==> src/rtl/abp_pkg.sv <==
package abp_pkg;

    localparam int unsigned ABP_DW = 8;

    typedef enum logic [1:0] {
        RX_IDLE  = 2'd0,
        RX_START = 2'd1,
        RX_DATA  = 2'd2,
        RX_STOP  = 2'd3
    } rx_state_e;

    function automatic logic maj3(input logic a, input logic b, input logic c);
        return (a & b) | (a & c) | (b & c);
    endfunction

endpackage

==> src/rtl/abp_tx.sv <==
module abp_tx #(
    parameter int unsigned OVS = 16,
    parameter int unsigned DW  = abp_pkg::ABP_DW
) (
    input  logic          clk,
    input  logic          rst_n,
    input  logic          tick_i,
    input  logic          wr_i,
    input  logic [DW-1:0] data_i,
    output logic          txd_o,
    output logic          set_o
);
    localparam int unsigned CW = (OVS > 1) ? $clog2(OVS) : 1;
    localparam int unsigned IW = $clog2(DW + 2);
    localparam int unsigned FW = DW + 2;

    typedef struct packed {
        logic          busy;
        logic [CW-1:0] cnt;
        logic [IW-1:0] idx;
        logic [FW-1:0] sh;
    } tx_s;

    tx_s q, d;

    always_comb begin
        d     = q;
        set_o = 1'b0;
        if (!q.busy) begin
            if (wr_i) begin
                d.busy = 1'b1;
                d.sh   = {1'b1, data_i, 1'b0};
                d.cnt  = '0;
                d.idx  = '0;
            end
        end else if (tick_i) begin
            if (q.cnt == CW'(OVS - 1)) begin
                d.cnt = '0;
                d.sh  = {1'b1, q.sh[FW-1:1]};
                d.idx = q.idx + 1'b1;
                if (q.idx == IW'(DW)) begin
                    set_o = 1'b1;
                end
                if (q.idx == IW'(DW + 1)) begin
                    d.busy = 1'b0;
                end
            end else begin
                d.cnt = q.cnt + 1'b1;
            end
        end
    end

    always_ff @(posedge clk or negedge rst_n) begin
        if (!rst_n) begin
            q.busy <= 1'b0;
            q.cnt  <= '0;
            q.idx  <= '0;
            q.sh   <= '1;
        end else begin
            q <= d;
        end
    end

    assign txd_o = q.busy ? q.sh[0] : 1'b1;


    start_bit_chk: assert property (@(posedge clk) disable iff (!rst_n)
        (wr_i && !q.busy) |=> (q.busy && !txd_o));


    busy_write_chk: assert property (@(posedge clk) disable iff (!rst_n)
        (wr_i && q.busy && !tick_i) |=> $stable(q.sh));


    stop_flag_chk: assert property (@(posedge clk) disable iff (!rst_n)
        set_o |=> (txd_o && q.busy));

endmodule

==> src/rtl/abp_rx.sv <==
module abp_rx #(
    parameter int unsigned OVS = 16,
    parameter int unsigned DW  = abp_pkg::ABP_DW
) (
    input  logic          clk,
    input  logic          rst_n,
    input  logic          tick_i,
    input  logic          rxd_i,
    input  logic          en_i,
    output logic          req_o,
    output logic [DW-1:0] data_o,
    output logic          stop_o
);
    import abp_pkg::*;

    localparam int unsigned CW  = $clog2(OVS);
    localparam int unsigned IW  = $clog2(DW);
    localparam int unsigned MID = OVS / 2;

    typedef struct packed {
        logic [1:0]    sync;
        rx_state_e     st;
        logic          armed;
        logic [CW-1:0] cnt;
        logic [IW-1:0] idx;
        logic          s_lo;
        logic          s_mid;
        logic          s_hi;
        logic [DW-1:0] sh;
    } rx_s;

    rx_s  q, d;
    logic line;
    logic vote_bit;

    assign line     = q.sync[1];
    assign vote_bit = maj3(q.s_lo, q.s_mid, q.s_hi);

    always_comb begin
        d      = q;
        req_o  = 1'b0;
        d.sync = {q.sync[0], rxd_i};
        if (!en_i) begin
            d.st    = RX_IDLE;
            d.armed = 1'b0;
            d.cnt   = '0;
        end else if (tick_i) begin
            if (q.st == RX_IDLE) begin
                if (line) begin
                    d.armed = 1'b1;
                end else if (q.armed) begin
                    d.st    = RX_START;
                    d.cnt   = '0;
                    d.armed = 1'b0;
                end
            end else begin
                d.cnt = q.cnt + 1'b1;
                if (q.cnt == CW'(MID - 1)) d.s_lo  = line;
                if (q.cnt == CW'(MID))     d.s_mid = line;
                if (q.cnt == CW'(MID + 1)) d.s_hi  = line;
                case (q.st)
                    RX_START: begin
                        if (q.cnt == CW'(OVS - 1)) begin
                            d.cnt = '0;
                            if (vote_bit) begin
                                d.st = RX_IDLE;
                            end else begin
                                d.st  = RX_DATA;
                                d.idx = '0;
                            end
                        end
                    end
                    RX_DATA: begin
                        if (q.cnt == CW'(OVS - 1)) begin
                            d.cnt = '0;
                            d.sh  = {vote_bit, q.sh[DW-1:1]};
                            d.idx = q.idx + 1'b1;
                            if (q.idx == IW'(DW - 1)) begin
                                d.st = RX_STOP;
                            end
                        end
                    end
                    RX_STOP: begin
                        if (q.cnt == CW'(MID + 1)) begin
                            req_o = 1'b1;
                            d.st  = RX_IDLE;
                        end
                    end
                    default: d.st = RX_IDLE;
                endcase
            end
        end
    end

    always_ff @(posedge clk or negedge rst_n) begin
        if (!rst_n) begin
            q.sync  <= 2'b11;
            q.st    <= RX_IDLE;
            q.armed <= 1'b0;
            q.cnt   <= '0;
            q.idx   <= '0;
            q.s_lo  <= 1'b1;
            q.s_mid <= 1'b1;
            q.s_hi  <= 1'b1;
            q.sh    <= '0;
        end else begin
            q <= d;
        end
    end

    assign data_o = q.sh;
    assign stop_o = maj3(q.s_lo, q.s_mid, line);


    rx_off_chk: assert property (@(posedge clk) disable iff (!rst_n)
        !en_i |=> (q.st == RX_IDLE));


    commit_idle_chk: assert property (@(posedge clk) disable iff (!rst_n)
        req_o |=> (q.st == RX_IDLE && !q.armed));

endmodule

==> src/rtl/abp_flags.sv <==
module abp_flags #(
    parameter int unsigned DW = abp_pkg::ABP_DW
) (
    input  logic          clk,
    input  logic          rst_n,
    input  logic          tx_set_i,
    input  logic          tx_clr_i,
    input  logic          rx_req_i,
    input  logic [DW-1:0] rx_data_i,
    input  logic          rx_stop_i,
    input  logic          rx_clr_i,
    input  logic          mp_qual_i,
    input  logic          irq_en_i,
    output logic          tx_done_o,
    output logic          rx_done_o,
    output logic          bit9_o,
    output logic [DW-1:0] buf_o,
    output logic          irq_o
);
    typedef struct packed {
        logic          tx_f;
        logic          rx_f;
        logic          b9;
        logic [DW-1:0] rbuf;
    } fl_s;

    fl_s  q, d;
    logic commit;

    assign commit = rx_req_i && !q.rx_f && (!mp_qual_i || rx_stop_i);

    always_comb begin
        d      = q;
        d.tx_f = tx_clr_i ? 1'b0 : (tx_set_i ? 1'b1 : q.tx_f);
        d.rx_f = rx_clr_i ? 1'b0 : (commit   ? 1'b1 : q.rx_f);
        if (commit) begin
            d.rbuf = rx_data_i;
            d.b9   = rx_stop_i;
        end
    end

    always_ff @(posedge clk or negedge rst_n) begin
        if (!rst_n) begin
            q <= '0;
        end else begin
            q <= d;
        end
    end

    assign tx_done_o = q.tx_f;
    assign rx_done_o = q.rx_f;
    assign bit9_o    = q.b9;
    assign buf_o     = q.rbuf;
    assign irq_o     = irq_en_i && (q.tx_f || q.rx_f);


    tx_clr_wins_chk: assert property (@(posedge clk) disable iff (!rst_n)
        tx_clr_i |=> !tx_done_o);


    rx_clr_wins_chk: assert property (@(posedge clk) disable iff (!rst_n)
        rx_clr_i |=> !rx_done_o);


    tx_set_chk: assert property (@(posedge clk) disable iff (!rst_n)
        (tx_set_i && !tx_clr_i) |=> tx_done_o);


    full_hold_chk: assert property (@(posedge clk) disable iff (!rst_n)
        (rx_req_i && rx_done_o) |=> ($stable(buf_o) && $stable(bit9_o)));


    mp_block_chk: assert property (@(posedge clk) disable iff (!rst_n)
        (rx_req_i && mp_qual_i && !rx_stop_i) |=> ($stable(buf_o) && $stable(bit9_o)));


    irq_gate_chk: assert property (@(posedge clk) disable iff (!rst_n)
        irq_o |-> irq_en_i);

endmodule

==> src/rtl/async_byte_port.sv <==
module async_byte_port #(
    parameter int unsigned OVS    = 16,
    parameter int unsigned DATA_W = abp_pkg::ABP_DW
) (
    input  logic              clk,
    input  logic              rst_n,
    input  logic              tick_i,
    input  logic              tx_wr_i,
    input  logic [DATA_W-1:0] tx_data_i,
    output logic              txd_o,
    input  logic              rxd_i,
    input  logic              rx_en_i,
    input  logic              mp_qual_i,
    output logic [DATA_W-1:0] rx_data_o,
    output logic              rx_bit9_o,
    output logic              tx_done_o,
    output logic              rx_done_o,
    input  logic              tx_done_clr_i,
    input  logic              rx_done_clr_i,
    input  logic              irq_en_i,
    output logic              irq_o
);
    logic              tx_set;
    logic              rx_req;
    logic [DATA_W-1:0] rx_word;
    logic              rx_stop;

    abp_tx #(.OVS(OVS), .DW(DATA_W)) u_tx (
        .clk    (clk),
        .rst_n  (rst_n),
        .tick_i (tick_i),
        .wr_i   (tx_wr_i),
        .data_i (tx_data_i),
        .txd_o  (txd_o),
        .set_o  (tx_set)
    );

    abp_rx #(.OVS(OVS), .DW(DATA_W)) u_rx (
        .clk    (clk),
        .rst_n  (rst_n),
        .tick_i (tick_i),
        .rxd_i  (rxd_i),
        .en_i   (rx_en_i),
        .req_o  (rx_req),
        .data_o (rx_word),
        .stop_o (rx_stop)
    );

    abp_flags #(.DW(DATA_W)) u_flags (
        .clk       (clk),
        .rst_n     (rst_n),
        .tx_set_i  (tx_set),
        .tx_clr_i  (tx_done_clr_i),
        .rx_req_i  (rx_req),
        .rx_data_i (rx_word),
        .rx_stop_i (rx_stop),
        .rx_clr_i  (rx_done_clr_i),
        .mp_qual_i (mp_qual_i),
        .irq_en_i  (irq_en_i),
        .tx_done_o (tx_done_o),
        .rx_done_o (rx_done_o),
        .bit9_o    (rx_bit9_o),
        .buf_o     (rx_data_o),
        .irq_o     (irq_o)
    );

endmodule

==> config.mk <==
export PLATFORM = sky130hd
export DESIGN_NAME = async_byte_port
export DESIGN_NICKNAME = d
export VERILOG_FILES = /design/src/rtl/abp_pkg.sv /design/src/rtl/abp_tx.sv /design/src/rtl/abp_rx.sv /design/src/rtl/abp_flags.sv /design/src/rtl/async_byte_port.sv
export SDC_FILE = /design/constraint.sdc
export NUM_CORES = 1
export LEC_CHECK = 0
export ABC_AREA = 1
export BUFFER_PORTS_ARGS = -buffer_cell sky130_fd_sc_hd__buf_4
export CORE_UTILIZATION = 57
export DETAILED_ROUTE_END_ITERATION = 10
export GPL_TIMING_DRIVEN = 0
export PLACE_DENSITY_LB_ADDON = 0.1
export SYNTH_ARGS = -nofsm -noshare
export SYNTH_HDL_FRONTEND = slang
export SYNTH_SLANG_ARGS = --single-unit
==> constraint.sdc <==
create_clock -name clk -period 2.02 [get_ports clk]
set_input_delay 0.202 -clock clk [delete_from_list [all_inputs] [get_ports clk]]
set_output_delay 0.202 -clock clk [all_outputs]
set_load 0.01 [all_outputs]
Word-level counts from Yosys, hierarchy flattened

Index checks and enable logic that the tools add are counted.
Widths: inputs -> output; s select.

$add $sub $neg: 4
Equality and inequality tests: 24
Muxes and demuxes: 46
Bitwise operators: 10
Reductions and logical operators: 22

Operator list:

| kind                | count |
|---|---|
| $mux 19             | 3 |
| $mux 14             | 2 |
| $mux 7              | 4 |
| $eq 4x4->1 const B  | 6 |
| $mux 1              | 21 |
| $mux 21             | 1 |
| $mux 8              | 2 |
| $ne 4x2->1 const B  | 4 |
| $mux 2              | 7 |
| $pmux 7 s2          | 1 |
| $reduce_and 7->1    | 2 |
| $add 4x1->4 const B | 3 |
| $mux 4              | 3 |
| $reduce_and 4->1    | 3 |
| $ne 2x2->1 const B  | 4 |
| $reduce_bool 2->1   | 4 |
| $ne 2x1->1 const B  | 3 |
| $pmux 2 s3          | 1 |
| $reduce_and 3->1    | 2 |
| $and 1x1->1         | 5 |
| $reduce_and 5->1    | 1 |
| $eq 2x2->1 const B  | 2 |
| $eq 4x3->1 const B  | 1 |
| $or 1x1->1          | 4 |
| 12 further kinds    | 17 |

Flip-flop bits (word level): 53
Bits of input ports: 18
Output and inout bits: 13
Word-level logic and storage cells: 123

Logic depth before layout (Yosys ltp)

Gate-level depths: netlist of run 1.

Depth in word-level cells: 10
Gate-level depth with buffers: 11
Mapped depth without buffers: 11

By module

A second synthesis of run 1 with hierarchy kept.

Cells, all modules: 336
Area total of the unflattened synthesis: 2766.4 sq um

By module, submodules not included:

| module    | times used | cells an instance | area each (sq um) | seq. area each (sq um) |
|---|---|---|---|---|
| abp_rx    | 1          | 155               | 1287.5            | 581.8 |
| abp_tx    | 1          | 133               | 1032.2            | 488.0 |
| abp_flags | 1          | 48                | 446.7             | 275.3 |

Least setup slack after synthesis of run 1

No wires, ideal clock.

Path kind: register to register
Start point: reg u_rx.q[19] in the netlist's numbering
End point: reg u_rx.q (netlist bit u_rx.data_o[7])
Data arrival time: 1.351 ns
Required time: 1.901 ns
Slack: 0.550 ns
Stages on the path, launching flop included: 10
Period minus slack after synthesis: 1.470 ns
Path through: dfrtp_1 -> inv_1 -> ha_1 -> inv_1 -> nand3_2 -> inv_2 -> nand3_4 -> buf_6 -> nand2_1 -> o21ai_2

Longest elaborated chain between the ends: 3
Elaborated cells between the ends (all ways): 4
Classes of those cells: eq/ne (1); bitwise (1); reduce/logical (2)

RTL lines:

| element                        | line         | RTL |
|---|---|---|
| start, declared                | abp_rx.sv:32 | `rx_s q, d;` |
| $logic_not 2->1                | abp_rx.sv:48 | `if (q.st == RX_IDLE) begin` |
| $not 1->1 (no line)            | --           |  |
| $reduce_and 5->1 (no line) (*) | --           |  |

Mark *: on every way between the ends. The rest lies on a longest branch, timed or not.
A chain may end at the register's enable or synchronous reset.

Worst setup path in the final report of run 1

Start point: reg u_rx.q[19] in the netlist's numbering
End point: reg u_rx.q[17] in the netlist's numbering

Longest elaborated chain between the ends: 5
Elaborated cells between the ends (all ways): 10
Classes of those cells: eq/ne (4); mux (4); reduce/logical (2)

RTL lines:

| element                                         | line         | RTL |
|---|---|---|
| $eq 2x2->1 / $eq 2x1->1 (equally long branches) | abp_rx.sv:61 | `case (q.st)` |
| $pmux 7 s2                                      | abp_rx.sv:61 |  |
| $mux 4                                          | abp_rx.sv:48 |  |
| $mux 21                                         | abp_rx.sv:47 | `end else if (tick_i) begin` |
| $mux 7                                          | abp_rx.sv:43 | `if (!en_i) begin` |

Several ways; a longest one is shown, not always the timed one. The select of a mux whose other input is x is not followed.

==> results.py, run 1 <==
metrics = {
    "yosys": {
        "synth_compound_area_frac": 0.141,
        "synthXorXnorAreaFrac": 0.00323,
        "synth.yosys.seq_area_share": 0.496,
        "yosys_register_bits": 53,
        "synth_top_family_by_area": "simple AND/OR/NAND/NOR gates",
        "synth.distinct_cells": 29,
        "synth_mux_area_frac": 0,
        "synth_adder_area_share": 0.0600,
        "synth_area_mm2": 0.00271,
        "synthSimpleGateAreaFrac": 0.222,
        "syn_area_per_cell_um2": 8.91,
        "synth_nets": 335,
        "yosys_warnings": 0,
        "netlist_instances": 304,
    },
    "worst_setup_path": {
        "worstSetupEndpointType": "register",
        "crit_slowest_cell": "dfrtp_1",
        "cp.arrival_ns": 1.89,
        "cp_max_fo": 6,
        "startpoint_type": "register",
        "crit_required_ns": 2.24,
        "r2r_slack_ns": 0.35,
        "crit_buf_inv": 1,
        "path_cells": "inv_1 > ha_1 > nor2_1 > o21ai_0 > nand3_1 > o21ai_0",
        "reg2reg_to": "u_rx.q[17]",
        "cpMostUsedCell": "o21ai_0",
        "rr_worst_depth": 6,
        "r2r_start": "u_rx.q[19]",
        "crit_family": "compound AO/OA/AOI/OAI gates",
        "worstSetupPathType": "register to register",
        "slowest_delay_ns": 0.43,
    },
    "die": {
        "row_count": 24,
        "initial_core_util": 0.606,
        "die_area_mm2": 0.00503,
        "dieHeight_um": 71.0,
        "core_mm2": 0.00447,
        "chipWidth_um": 71.0,
        "pin_count": 31,
    },
    "cells_and_area": {
        "fin_util": 0.696,
        "area_growth_pct": 14.9,
        "num_antenna_cells": 0,
        "final.fill_count": 374,
        "nNetsFinal": 374,
        "drive_above_1_share": 0.259,
        "fin_cells": 396,
    },
    "global_route": {
        "antenna_found_initial": 0,
        "overflow": 0,
        "grt_max_degree": 54,
        "grtUsageTotal": 0.206,
        "grt_pass1_vias": 1856,
        "grt_pass1_wl_mm": 8.16,
    },
    "hold_path": {
        "hold_class": "primary input to register",
        "hold-path-cell-count": 2,
        "whs_endpoint": "u_flags.rx_done_o",
        "hold_start": "rx_done_clr_i",
    },
    "placed_design": {
        "dp_slack_ns": 0.370,
        "gp_congestion": 0.869,
        "dp.cells": 386,
        "io_buffers": 30,
        "place_hpwl_mm": 3.41,
    },
    "drt": {
        "route.detailed.drc": 4,
        "dr.pass1.iters": 7,
        "wire_per_inst_um": 11.6,
        "drt_wl_total_mm": 4.60,
        "vias": 2036,
        "via_per_inst": 5.14,
        "ant_nets": 0,
        "drt_iter0_drc": 125,
    },
    "sta": {
        "fin_skew_ns": 0.0104,
        "finalHoldViolations": 0,
        "rsz0062_at_grt": "false",
        "slew_headroom": 0.568,
        "max_freq_mhz": 599,
        "setup_tns_ns": 0,
        "period_minus_slack_ns": 1.67,
        "finalSetupViolations": 0,
        "layout_setup_ws_ns": 0.350,
        "drv_slew": 0,
        "tightest_slew_ns": 0.649,
        "fin_crit_sh": 0.827,
    },
    "clocking": {
        "clk_pin_slew_worst_paths_ns": 0.10,
        "hold_buffers": 2,
        "postCtsSetupBuffers": 0,
        "cts-root-buf": "clkbuf_8",
        "cts_tree": "yes",
        "cts-resized-gates": 0,
        "cts_num_sinks": 53,
        "cts_buffer_depth": 2,
        "clk_latency_ns": 0.31,
        "cts_buffers": 5,
        "cts_max_level": 2,
    },
    "job": {
        "maxCapViolations": 0,
    },
    "power": {
        "power_leakage_uw": 0.00149,
        "p_total_uw": 2290,
        "power.density_mw_per_mm2": 734,
        "peakVddDrop_mv": 0.565,
    },
    "status": {
        "violations": "DRC",
        "status": "finished, violations left",
    },
}
==> power by group <==
group	total, uW	internal (uW)	switching (uW)
Sequential	1290	1210	77.0
Clock	618	253	365
Combinational	377	156	221
Total	2290	1620	663
==> cells by family after synthesis <==
kind of cell	after synthesis
AOI/OAI and AO/OA	56
xor gates and xnor gates	1
adders and majority gates	13
buffers and inverters	49
DFF	53
and+or+nand+nor	132
==> final cells by class <==
class                      count  area, um^2  area share
multi-input combinational    202        1160       0.371
timing repair buffer          32         245      0.0787
sequential                    53        1350       0.432
clock buffer                   5        68.8      0.0221
clock inverter                 3        25.0     0.00804
tap                           52        65.1      0.0209
inverter                      44         165      0.0530
buffer                         5        43.8      0.0141
==> flip-flops by register name, summed over array words and instances (netlist names) <==
register / cells
u_flags.tx_done_o: 1
u_rx.q: 13
u_rx.d: 1
u_flags.bit9_o: 1
u_rx.data_o: 8
u_flags.buf_o: 8
u_tx.q: 19
u_rx.line: 1
u_flags.rx_done_o: 1
==> how the worst max path moves through the flow <==
stage | startpoint | endpoint | slack [ns] | cells past startpoint
2_1_floorplan | u_rx.q[19] | u_rx.data_o[7] | 0.55 | 9
3_3_place_gp | u_rx.q[19] | u_rx.data_o[6] | 0.39 | 9
3_5_place_dp | u_rx.q[19] | u_rx.data_o[6] | 0.37 | 9
4_1_cts | u_rx.q[19] | u_rx.data_o[6] | 0.34 | 9
5_1_grt | u_rx.q[19] | u_rx.q[17] | 0.22 | 6
6_report | u_rx.q[19] | u_rx.q[17] | 0.35 | 6
==> cell usage after synthesis (all sizes together) <==
cell	n	area share
dfrtp	38	0.35
a21oi	4	0.0088
xor2	1	0.0032
nand4	3	0.0069
o21ai	41	0.10
nor3	1	0.0018
nand2	80	0.11
o211ai	1	0.0028
nor2	24	0.043
o31ai	1	0.0028
ha	13	0.060
inv	44	0.061
o21a	1	0.0028
and3	1	0.0023
dfstp	15	0.15
nand3	22	0.054
a22oi	8	0.022
or2	1	0.0023
buf	5	0.016
==> placed cells by master (no fill, tap or decap), types with 2 or more instances in the layout <==
master         netlist  routed
dfstp_2             15      15
nand2_1             79      79
buf_2                2       2
nand3_2              2       2
inv_6                0       2
buf_4                0      30
o21ai_1              9       9
nand4_1              3       3
nand3_4              2       2
nor2_1              19      19
nand3_1             18      18
o21ai_0             13      13
o21ai_2             19      19
inv_1               43      43
a22oi_1              8       8
ha_1                13      13
clkbuf_8             0       5
nor2_4               3       3
a21oi_1              3       3
buf_6                3       3
dfrtp_1             38      38
dlygate4sd3_1        0       2
nor2_2               2       2
==> metrics by stage <==
step           cell area [um^2]  hold WS, ns
6_report                   3110       0.0299
5_1_grt                    3110       0.0194
4_1_cts                    3110       0.0232
3_5_place_dp               3000        0.272
3_3_place_gp               3000        0.273
2_1_floorplan              2710      -0.0936
==> layer usage <==
metal / track usage / share of wire / vias up
met5: 0 / 0 / -
met4: 0.0667 / 0.010 / 0
met3: 0.0399 / 0.034 / 5
met2: 0.337 / 0.47 / 34
met1: 0.279 / 0.49 / 950
li1: - / - / 1047
Power figures use the tool's default switching activity.
==> inputs of run 2 (changes only) <==
==> constraint.sdc (replaced) <==
create_clock -name clk -period 1.6 [get_ports clk]
set_input_delay 0.16 -clock clk [delete_from_list [all_inputs] [get_ports clk]]
set_output_delay 0.16 -clock clk [all_outputs]
set_load 0.01 [all_outputs]
==> results.py, run 2 (synthesis results as in run 1) <==
metrics = {
    "worst_setup_path": {
        "path_cells": "inv_2 > ha_2 > inv_2 > nand3_4 > nor2_4 > nand3_4 > clkbuf_16 > o21ai_2",
        "cp_max_fo": 6,
        "startpoint_type": "register",
        "worstSetupPathType": "register to register",
        "rr_worst_depth": 8,
        "r2r_start": "u_rx.q[19]",
        "crit_required_ns": 1.85,
        "slowest_delay_ns": 0.39,
        "reg2reg_to": "u_flags.buf_o[0]",
        "worstSetupEndpointType": "register",
        "r2r_slack_ns": 0.06,
        "cp.arrival_ns": 1.79,
        "crit_slowest_cell": "dfrtp_1",
    },
    "die": {
        "initial_core_util": 0.606,
        "dieHeight_um": 71.0,
        "core_mm2": 0.00447,
        "die_area_mm2": 0.00503,
        "row_count": 24,
        "chipWidth_um": 71.0,
        "pin_count": 31,
    },
    "drt": {
        "drt_wl_total_mm": 5.00,
        "route.detailed.drc": 4,
        "drt_iter0_drc": 151,
        "wire_per_inst_um": 12.1,
        "ant_nets": 0,
        "vias": 2127,
        "via_per_inst": 5.15,
        "dr.pass1.iters": 7,
    },
    "cells_and_area": {
        "area_growth_pct": 22.1,
        "top_register": "u_tx.q",
        "final_cell_mix": "nand2_1 (78), buf_4 (42), inv_1 (40)",
        "top_regs": "u_tx.q: 19 flops, u_rx.q: 13 flops",
        "mostFrequentLayoutCell": "nand2_1",
        "nNetsFinal": 391,
        "num_antenna_cells": 0,
        "drive_above_1_share": 0.310,
        "final.fill_count": 346,
        "largest_reg_flops": 19,
    },
    "global_route": {
        "grt_pass1_vias": 1868,
        "grt_max_degree": 54,
        "grt_pass1_wl_mm": 8.20,
        "antenna_found_initial": 0,
        "overflow": 0,
        "grtUsageTotal": 0.207,
    },
    "sta": {
        "finalHoldViolations": 0,
        "tightest_slew_ns": 0.647,
        "finalSetupViolations": 0,
        "drv_slew": 0,
        "fin_crit_sh": 0.960,
        "slew_headroom": 0.569,
        "whs_ns": 0.111,
        "max_freq_mhz": 651,
        "fin_skew_ns": 0.0132,
        "period_minus_slack_ns": 1.54,
        "layout_setup_ws_ns": 0.0636,
    },
    "clocking": {
        "cts-root-buf": "clkbuf_8",
        "cts_buffer_depth": 2,
        "cts_max_level": 2,
        "cts_num_sinks": 53,
        "cts_buffers": 5,
        "clk_latency_ns": 0.31,
        "clk_pin_slew_worst_paths_ns": 0.10,
        "cts_tree": "yes",
    },
    "status": {
        "violations": "DRC",
        "status": "finished, violations left",
    },
    "placed_design": {
        "place_hpwl_mm": 3.41,
        "io_buffers": 30,
        "gp_congestion": 0.869,
        "dp_slack_ns": -0.0501,
    },
    "hold_path": {
        "hold_start": "tx_data_i[3]",
        "whs_endpoint": "u_tx.q[4]",
        "hold_class": "primary input to register",
        "hold-path-cell-count": 3,
    },
    "power": {
        "peakVddDrop_mv": 0.716,
        "power.density_mw_per_mm2": 896,
        "power_leakage_uw": 0.00158,
    },
    "job": {
        "maxCapViolations": 0,
    },
}
-- run 2: cell types whose count changed in the layout (fill, tap and decap cells not counted), sizes merged --
cell	before	now
clkbuf	5	6
dlygate4sd3	2	4
nand3	22	23
buf	35	48
-- run 2: repair_timing --
action | in CTS | in global routing
setup buffers | 1 | 11
gates resized for setup | 2 | 14
hold endpoints to repair | 41 | 0
hold buffers | 4 | 0
setup endpoints to repair | 22 | 36
pin swaps | 0 | 4
cloned | 0 | 3
-- run 2: worst max-delay path, delay by kind of cell (launching register included) --
family          cells  cell delay, ns
compound gates      1            0.10
fa+ha+maj           1            0.19
simple gates        3            0.44
buf+inv             3            0.34
flops               1            0.39
-- run 2: worst max-delay path by stage --
| stage | depth (start not counted) | from | slack [ns] | to |
|---|---|---|---|---|
| global route | 8 | u_rx.q[20] | -0.0006 | u_flags.buf_o[0] |
| floorplan | 9 | u_rx.q[19] | 0.13 | u_rx.data_o[7] |
| detailed placement | 9 | u_rx.q[19] | -0.05 | u_rx.data_o[6] |
| global placement | 9 | u_rx.q[19] | -0.03 | u_rx.data_o[6] |
| CTS | 8 | u_rx.q[20] | 0.003 | u_flags.rx_done_o |
| finish | 8 | u_rx.q[19] | 0.06 | u_flags.buf_o[0] |
-- run 2: power by group --
group | total, uW | leakage [uW] | internal, uW | switching [uW]
Clock | 780 | 0.0000452 | 320 | 461
Combinational | 555 | 0.000863 | 248 | 307
Sequential | 1630 | 0.000673 | 1530 | 96.5
Total | 2960 | 0.00158 | 2100 | 864
-- run 2: metrics by stage --
step / instances / instance area (um^2) / setup TNS, ns / power (uW) / utilization
after floorplan: 304 / 2710 / 0 / 1970 / -
after global placement: 386 / 3000 / -0.0639 / 2110 / 0.671
final: 413 / 3310 / 0 / 2960 / 0.739
after CTS: 399 / 3140 / 0 / 2930 / 0.703
after global routing: 413 / 3310 / -0.000575 / 3130 / 0.739
after detailed placement: 386 / 3000 / -0.0950 / 2130 / 0.671
-- run 2: cell type report --
class                   instances  area [um^2]  share of cell area
plain buffers                   5         52.6              0.0159
clock buffers                   5         68.8              0.0208
clock inverters                 3         25.0             0.00756
inverters                      44          168              0.0507
multi-input cells             203         1200               0.362
flip-flops and latches         53         1350               0.407
well taps                      52         65.1              0.0197
repair buffers                 48          385               0.116
-- run 2: layer usage --
metal  global-route usage  up-vias  share of wire
met5                    0        -              0
met4               0.0667        0          0.012
met1                0.279      986           0.47
met2                0.340       46           0.48
li1                     -     1088              -
met3               0.0399        7          0.039
==> inputs of run 3 (changes only) <==
--- a/config.mk
+++ b/config.mk
@@ -8,6 +8,7 @@
 export ABC_AREA = 1
 export BUFFER_PORTS_ARGS = -buffer_cell sky130_fd_sc_hd__buf_4
 export CORE_UTILIZATION = 57
+export CTS_BUF_LIST = sky130_fd_sc_hd__clkbuf_16
 export DETAILED_ROUTE_END_ITERATION = 10
 export GPL_TIMING_DRIVEN = 0
 export PLACE_DENSITY_LB_ADDON = 0.1
==> results.py, run 3 (synthesis results as in run 1) <==
metrics = {
    "cells_and_area": {
        "top_register": "u_tx.q",
        "seqCellArea_mm2": 0.00135,
        "largest_reg_flops": 19,
        "final.fill_count": 339,
        "drive_above_1_share": 0.305,
        "mostFrequentLayoutCell": "nand2_1",
        "fin_cells": 409,
        "final_cell_mix": "nand2_1 (78), inv_1 (41), buf_4 (40)",
        "nNetsFinal": 387,
        "num_antenna_cells": 0,
        "multi_input_area_mm2": 0.00120,
        "top_regs": "u_tx.q: 19 flops, u_rx.q: 13 flops",
        "final_cell_area_mm2": 0.00333,
        "area_growth_pct": 22.9,
    },
    "placed_design": {
        "place_hpwl_mm": 3.41,
        "io_buffers": 30,
        "gp_congestion": 0.869,
        "dp.cells": 386,
        "dpl_cell_area_mm2": 0.00300,
        "dp_slack_ns": -0.0501,
    },
    "worst_setup_path": {
        "worstSetupPathType": "register to register",
        "worstSetupEndpointType": "register",
        "crit_slowest_cell": "dfrtp_1",
        "startpoint_type": "register",
        "crit_required_ns": 1.82,
        "cp_max_fo": 6,
        "path_cells": "inv_2 > ha_2 > inv_2 > nand3_4 > nor2_4 > nand3_4 > clkbuf_16 > o21ai_2",
        "cp.arrival_ns": 1.75,
        "slowest_delay_ns": 0.42,
    },
    "clocking": {
        "cts-root-buf": "clkbuf_16",
        "clk_latency_ns": 0.29,
        "cts_buffers": 5,
        "cts_buffer_depth": 2,
        "cts_num_sinks": 53,
        "cts_max_level": 2,
        "cts_tree": "yes",
        "clk_pin_slew_worst_paths_ns": 0.07,
    },
    "sta": {
        "drv_slew": 0,
        "rsz0062_at_grt": "true",
        "setup_tns_ns": 0,
        "slew_headroom": 0.574,
        "tightest_slew_ns": 0.639,
        "layout_setup_ws_ns": 0.0688,
        "fin_skew_ns": 0.00923,
        "finalHoldViolations": 0,
        "period_minus_slack_ns": 1.53,
        "max_freq_mhz": 653,
        "finalSetupViolations": 0,
        "fin_crit_sh": 0.957,
    },
    "die": {
        "die_area_mm2": 0.00503,
        "initial_core_util": 0.606,
        "dieHeight_um": 71.0,
        "row_count": 24,
        "core_mm2": 0.00447,
        "chipWidth_um": 71.0,
        "pin_count": 31,
    },
    "power": {
        "p_comb_frac": 0.162,
        "p_total_uw": 3240,
        "power.density_mw_per_mm2": 972,
        "peakVddDrop_mv": 0.712,
        "power_leakage_uw": 0.00159,
        "p_int_uw": 2350,
        "p_sw_uw": 887,
        "swShare": 0.274,
        "power_frac_clock": 0.333,
        "p_seq_frac": 0.505,
    },
    "status": {
        "status": "finished, violations left",
        "violations": "DRC",
    },
    "global_route": {
        "antenna_found_initial": 0,
        "grtUsageTotal": 0.215,
        "overflow": 0,
        "grt_pass1_wl_mm": 8.63,
        "grt_pass1_vias": 1914,
        "grt_max_degree": 54,
    },
    "drt": {
        "drt_wl_total_mm": 5.10,
        "met3WireLength_um": 186,
        "dr.pass1.iters": 7,
        "ant_nets": 0,
        "m1WireLength_mm": 2.38,
        "route.detailed.drc": 4,
        "vias": 2135,
        "route.met2.wl_mm": 2.50,
        "via_per_inst": 5.22,
        "top_layer_used": "met4",
        "wire_per_inst_um": 12.5,
        "drt_iter0_drc": 148,
    },
    "hold_path": {
        "hold_class": "primary input to register",
    },
    "job": {
        "maxCapViolations": 0,
    },
}
[run 3: critical path, delay by kind of cell (launching register included)]
| kind | cells | cell delay (ns) |
|---|---|---|
| compound gates | 1 | 0.09 |
| buf+inv | 3 | 0.34 |
| flops | 1 | 0.42 |
| fa+ha+maj | 1 | 0.18 |
| simple gates | 3 | 0.43 |
[run 3: cell type report]
| class | instances | area share |
|---|---|---|
| plain buffers | 5 | 0.0158 |
| clock buffers | 5 | 0.0376 |
| clock inverters | 3 | 0.00752 |
| inverters | 44 | 0.0504 |
| multi-input cells | 203 | 0.360 |
| flip-flops and latches | 53 | 0.404 |
| well taps | 52 | 0.0195 |
| repair buffers | 44 | 0.105 |
[run 3: final timing paths]
| check | startpoint | endpoint | slack [ns] | cells after the start |
|---|---|---|---|---|
| max in group asynchronous | rst_n | u_tx.q[11] | 0.73 | 2 |
| hold / removal | tx_done_clr_i | u_flags.tx_done_o | 0.01 | 2 |
| setup reg to reg | u_rx.q[20] | u_flags.bit9_o | 0.07 | 8 |
| hold reg to reg | u_rx.d[22] | u_rx.line | 0.36 | 0 |
| min in group asynchronous | rst_n | u_rx.q[12] | 0.44 | 2 |
| setup / recovery | u_rx.q[20] | u_flags.bit9_o | 0.07 | 8 |
[run 3: routing by layer]
metal / vias to the layer above / track usage
li1: 1085 / -
met1: 1001 / 0.293
met2: 45 / 0.359
met3: 4 / 0.0442
met4: 0 / 0.0467
met5: - / 0
[run 3: timing repair]
action,4_1_cts,5_1_grt
setup buffers,3,7
gates resized for setup,1,14
hold endpoints to repair,39,0
hold buffers,2,0
cloned,0,3
setup endpoints to repair,23,37
pin swaps,0,4
[run 3: stage by stage]
step / hold slack, ns / util
floorplan: -0.136 / -
global placement: 0.231 / 0.671
detailed placement: 0.230 / 0.671
CTS: 0.0100 / 0.714
global route: 0.00780 / 0.744
finish: 0.0147 / 0.744
[run 3: power groups by stage]
stage	logic, uW	registers (uW)	clock network, uW
4_1_cts	492	1630	1100
6_report	525	1630	1080
3_5_place_dp	473	1650	0
2_1_floorplan	337	1630	0
3_3_place_gp	460	1650	0
5_1_grt	606	1660	1150
